File: src/rtl/hdlc_mon_pkg.sv
package hdlc_mon_pkg;
  typedef struct packed {
    logic shiftEn;   // accept one decoded bit into history and run counter
    logic holdLoad;  // (re)start the hold window
    logic holdDec;   // count one bit of the hold window
  } monCtl_t;
endpackage

File: src/rtl/hdlc_mon_dp.sv
module hdlc_mon_dp
  import hdlc_mon_pkg::*;
#(
  parameter int WIN_W    = 8,
  parameter logic [WIN_W-1:0] FLAG_PAT = 8'h7E,
  parameter int IDLE_RUN = 15,
  parameter int HOLD_LEN = 8
) (
  input  logic    clk,
  input  logic    rstN,
  input  monCtl_t ctl,
  input  logic    rxBit,
  output logic    winMatch,
  output logic    holdLast,
  output logic    idleNow
);
  localparam int RUN_W  = $clog2(IDLE_RUN + 1);
  localparam int HOLD_W = $clog2(HOLD_LEN + 1);

  logic [WIN_W-1:0]  history;
  logic [WIN_W-1:0]  nextWin;
  logic [RUN_W-1:0]  onesRun;
  logic [HOLD_W-1:0] holdCnt;

  // window as it will be once the current bit is accepted
  assign nextWin  = {history[WIN_W-2:0], rxBit};
  assign winMatch = (nextWin == FLAG_PAT);
  assign holdLast = (holdCnt == HOLD_W'(1));
  assign idleNow  = (onesRun == RUN_W'(IDLE_RUN));

  always_ff @(posedge clk or negedge rstN) begin
    if (!rstN) begin
      history <= '0;
    end else if (ctl.shiftEn) begin
      history <= nextWin;
    end
  end

  always_ff @(posedge clk or negedge rstN) begin
    if (!rstN) begin
      onesRun <= '0;
    end else if (ctl.shiftEn) begin
      if (!rxBit) begin
        onesRun <= '0;
      end else if (onesRun != RUN_W'(IDLE_RUN)) begin
        onesRun <= onesRun + RUN_W'(1);
      end
    end
  end

  always_ff @(posedge clk or negedge rstN) begin
    if (!rstN) begin
      holdCnt <= '0;
    end else if (ctl.holdLoad) begin
      holdCnt <= HOLD_W'(HOLD_LEN);
    end else if (ctl.holdDec && holdCnt != '0) begin
      holdCnt <= holdCnt - HOLD_W'(1);
    end
  end
endmodule

File: src/rtl/hdlc_mon_ctl.sv
module hdlc_mon_ctl
  import hdlc_mon_pkg::*;
(
  input  logic    clk,
  input  logic    rstN,
  input  logic    bitValid,
  input  logic    winMatch,
  input  logic    holdLast,
  output monCtl_t ctl,
  output logic    flagOn
);
  typedef enum logic {SEARCH, HOLD} flagState_t;

  flagState_t state, stateNext;

  always_comb begin
    stateNext    = state;
    ctl.shiftEn  = bitValid;
    ctl.holdLoad = 1'b0;
    ctl.holdDec  = 1'b0;
    if (bitValid) begin
      unique case (state)
        SEARCH: begin
          if (winMatch) begin
            stateNext    = HOLD;
            ctl.holdLoad = 1'b1;
          end
        end
        HOLD: begin
          if (holdLast) begin
            if (winMatch) ctl.holdLoad = 1'b1;
            else          stateNext    = SEARCH;
          end else begin
            ctl.holdDec = 1'b1;
          end
        end
        default: stateNext = SEARCH;
      endcase
    end
  end

  always_ff @(posedge clk or negedge rstN) begin
    if (!rstN) state <= SEARCH;
    else       state <= stateNext;
  end

  assign flagOn = (state == HOLD);
endmodule

File: src/rtl/hdlc_rx_status_mon.sv
module hdlc_rx_status_mon
  import hdlc_mon_pkg::*;
#(
  parameter int WIN_W    = 8,
  parameter logic [WIN_W-1:0] FLAG_PAT = 8'h7E,
  parameter int IDLE_RUN = 15,
  parameter int HOLD_LEN = 8
) (
  input  logic       clk,
  input  logic       rstN,
  input  logic       bitValid,
  input  logic       rxBit,
  input  logic       carrierIn,
  output logic [7:0] statusWord
);
  monCtl_t ctl;
  logic    winMatch;
  logic    holdLast;
  logic    idleNow;
  logic    flagOn;

  hdlc_mon_ctl u_ctl (
    .clk      (clk),
    .rstN     (rstN),
    .bitValid (bitValid),
    .winMatch (winMatch),
    .holdLast (holdLast),
    .ctl      (ctl),
    .flagOn   (flagOn)
  );

  hdlc_mon_dp #(
    .WIN_W    (WIN_W),
    .FLAG_PAT (FLAG_PAT),
    .IDLE_RUN (IDLE_RUN),
    .HOLD_LEN (HOLD_LEN)
  ) u_dp (
    .clk      (clk),
    .rstN     (rstN),
    .ctl      (ctl),
    .rxBit    (rxBit),
    .winMatch (winMatch),
    .holdLast (holdLast),
    .idleNow  (idleNow)
  );

  assign statusWord = {5'b00000, flagOn, carrierIn, idleNow};
endmodule

File: config.mk
export PLATFORM = sky130hd
export DESIGN_NAME = hdlc_rx_status_mon
export DESIGN_NICKNAME = d
export VERILOG_FILES = /design/src/rtl/hdlc_mon_pkg.sv /design/src/rtl/hdlc_mon_dp.sv /design/src/rtl/hdlc_mon_ctl.sv /design/src/rtl/hdlc_rx_status_mon.sv
export SDC_FILE = /design/constraint.sdc
export NUM_CORES = 1
export LEC_CHECK = 0
export ABC_CLOCK_PERIOD_IN_PS = 5250
export BUFFER_PORTS_ARGS = -buffer_cell sky130_fd_sc_hd__buf_4
export CORE_MARGIN = 2
export CORE_UTILIZATION = 59
export CTS_CLUSTER_SIZE = 10
export DETAILED_ROUTE_END_ITERATION = 8
export PLACE_DENSITY = 0.82
export SYNTH_ARGS = -nofsm -noshare
export SYNTH_HDL_FRONTEND = slang
export SYNTH_SLANG_ARGS = --single-unit
File: constraint.sdc
create_clock -name clk -period 5.25 [get_ports clk]
set_input_delay 0.7875 -clock clk [delete_from_list [all_inputs] [get_ports clk]]
set_output_delay 0.7875 -clock clk [all_outputs]
set_load 0.005 [all_outputs]
==> results.py <==
metrics = {
    "synth": {
        "synth_top_cell_by_area": "dfrtp_1",
        "synth.area.top_cells": "dfrtp_1 (42%), mux2_2 (7.1%), buf_4 (6.3%)",
        "ys.warnings.count": 0,
        "netlist_instances": 87,
        "synth-seq-area-share": 0.418,
        "synth-seq-cells": 16,
        "synth_area_um2": 957,
        "synth_top_area_share": 0.418,
        "avgSynthCellArea_um2": 11.0,
        "yosysUniqueCellTypes": 30,
    },
    "clock_tree": {
        "root_buffer": "clkbuf_4",
        "clkTransAtPathRegs_ns": 0.10,
        "numCtsBuffers": 3,
        "cts_hold_buf": 0,
        "postCtsSetupBuffers": 0,
        "cts-resized-gates": 0,
        "cts.sinks": 16,
        "clk_path_buf_depth": 2,
        "htreeDepth": 1,
        "cts_tree": "built",
        "clock_latency_ns": 0.29,
    },
    "pwr": {
        "power_frac_comb": 0.269,
        "clock_power_share": 0.231,
        "power.leakage_nw": 0.444,
        "finalPower_mw": 0.357,
        "ir_worst_vdd_uv": 251,
        "pwr_density_cell_mw_per_mm2": 361,
        "p_switching_mw": 0.115,
        "power.internal_mw": 0.242,
        "switching_share": 0.322,
        "p_seq_frac": 0.500,
    },
    "timing": {
        "setup_viol": 0,
        "fin_crit_ns": 2.13,
        "slew_viol_final": 0,
        "hold_viol": 0,
        "tns_ns": 0,
        "rsz0062_at_grt": "no",
        "fmax_mhz": 469,
        "period_share": 0.406,
        "finalClockSkew_ns": 0.00112,
        "worst_slack_ns": 3.12,
    },
    "grt": {
        "overflow": 0,
        "antenna_found_initial": 0,
        "grt_pass1_vias": 592,
        "grt_use_total": 0.186,
        "grt_pass1_wl_mm": 2.60,
        "grt_max_degree": 18,
    },
    "routing": {
        "drtIter0Drc": 5,
        "drc_errors": 0,
        "wl_mm": 1.52,
        "wire_per_inst_um": 14.3,
        "antenna_left": 0,
        "vias": 610,
        "firstDrtPassIters": 4,
        "vias_per_cell": 5.75,
    },
    "floorplanning": {
        "dieArea_mm2": 0.00196,
        "num_rows": 14,
        "core_area_mm2": 0.00151,
        "initial_utilization": 0.635,
        "boundaryPins": 13,
        "fp.dieW_um": 44.3,
        "die_y_um": 44.3,
    },
    "finish": {
        "syn2layout_area_growth_pct": 3.53,
        "nets": 100,
        "layout_commonest_cell": "dfrtp_1",
        "n_antenna_cell": 0,
        "fillers": 126,
        "mostFrequentLayoutCells": "dfrtp_1 (16), mux2_2 (6), nand2_1 (6), o21ai_0 (6)",
        "final_layout_size_suffix_gt1_frac": 0.267,
    },
    "run": {
        "maxCapViolCount": 0,
    },
    "critical_path": {
        "start_kind": "flop",
        "worst-r2r-cell-count": 6,
        "cp.required_ns": 4.46,
        "rrSetupSlack_ns": 3.44,
        "endpoint_kind": "output pin",
        "crit_type": "reg -> out",
        "arrival_ns": 1.35,
        "worst-path-max-fanout": 6,
    },
    "min_path": {
        "hold_path_class": "in -> async",
    },
    "placement": {
        "hpwl_mm": 1.13,
        "place_ws_ns": 3.16,
        "port_buffers": 5,
        "gp_congestion": 0.851,
    },
    "outcome": {
        "status": "finished, final reports clean",
    },
}
==> cell type report <==
cell class	instances	area, µm²	share of cell area
tap	16	20.0	0.0202
timing repair buffer	5	37.5	0.0379
sequential	16	400	0.404
multi-input combinational	60	478	0.482
clock buffer	4	36.3	0.0366
inverter	5	18.8	0.0189
==> synth_stat cells <==
cell,count
nand2_8,1
o21ai_0,6
nor2_1,2
nand2b_1,2
nand4_1,1
or3b_4,1
mux2i_1,3
conb_1,1
or2_1,1
a21oi_1,5
or3_4,1
dfrtp_1,16
nand4bb_4,1
a2111oi_4,1
mux2_2,6
inv_1,5
a211oi_2,1
nor2b_1,1
nand2_1,6
buf_4,8
a22o_2,2
a41oi_1,1
ha_1,4
buf_6,1
clkbuf_1,1
or3_1,1
or3b_1,1
nand3_2,1
nand3_1,5
o22ai_1,1
==> power groups by stage <==
stage | Clock [mW] | Sequential [mW] | Combinational (mW)
after global routing | 0.0886 | 0.183 | 0.109
after floorplan | 0 | 0.175 | 0.0823
final | 0.0826 | 0.179 | 0.0961
after CTS | 0.0849 | 0.179 | 0.0976
after global placement | 0 | 0.180 | 0.0911
after detailed placement | 0 | 0.181 | 0.0970
==> metrics by stage <==
| step | utilization | hold WS (ns) | cell area [µm²] | std cells |
|---|---|---|---|---|
| detailed placement | 0.634 | 0.540 | 955 | 102 |
| global route | 0.658 | 0.346 | 991 | 106 |
| floorplan | - | 0.492 | 972 | 91 |
| global placement | 0.634 | 0.531 | 955 | 102 |
| CTS | 0.658 | 0.340 | 991 | 106 |
| finish | 0.658 | 0.338 | 991 | 106 |
==> critical path: stages (launching register included) <==
cell and delay (ns):
dfrtp_1 0.45, ha_1 0.26, nand3_1 0.13, inv_1 0.09
buf_4 0.14
==> layer usage <==
| metal | wire length (µm) | global-route usage | up-vias |
|---|---|---|---|
| met2 | 761 | 0.291 | 14 |
| met1 | 655 | 0.243 | 291 |
| met3 | 57 | 0.0245 | 6 |
| met4 | 44 | 0.115 | 0 |
| li1 | - | - | 299 |
| met5 | 0 | 0 | - |
==> kinds of logic (layout without fill, tap and decap cells) <==
kind of cell,after synthesis,count (layout),synth area share
muxes,9,9,0.102
DFF,16,16,0.418
buffers and inverters,15,14,0.0980
AOI/OAI and AO/OA,17,17,0.136
other,1,5,0.00392
adders and majority gates,4,4,0.0523
and+or+nand+nor,25,25,0.190
==> final timing paths <==
| path | from | end |
|---|---|---|
| worst max-delay path | u_dp.onesRun[0] | statusWord[0] |
| worst min-delay path | rstN | u_dp.holdCnt[3] |
| worst max register to register | u_dp.holdCnt[1] | u_dp.holdCnt[2] |
| worst min register to register | u_dp.history[1] | u_dp.history[2] |
| max in group asynchronous | rstN | u_dp.history[0] |
| min in group clk | u_dp.history[1] | u_dp.history[2] |
==> registers in the layout (all words and copies together), names as in the netlist <==
| signal | cells |
|---|---|
| u_dp.onesRun | 4 |
| u_dp.holdCnt | 4 |
| u_dp.history | 7 |
| u_ctl.flagOn | 1 |
No activity file was read; power rests on OpenSTA's default activity.
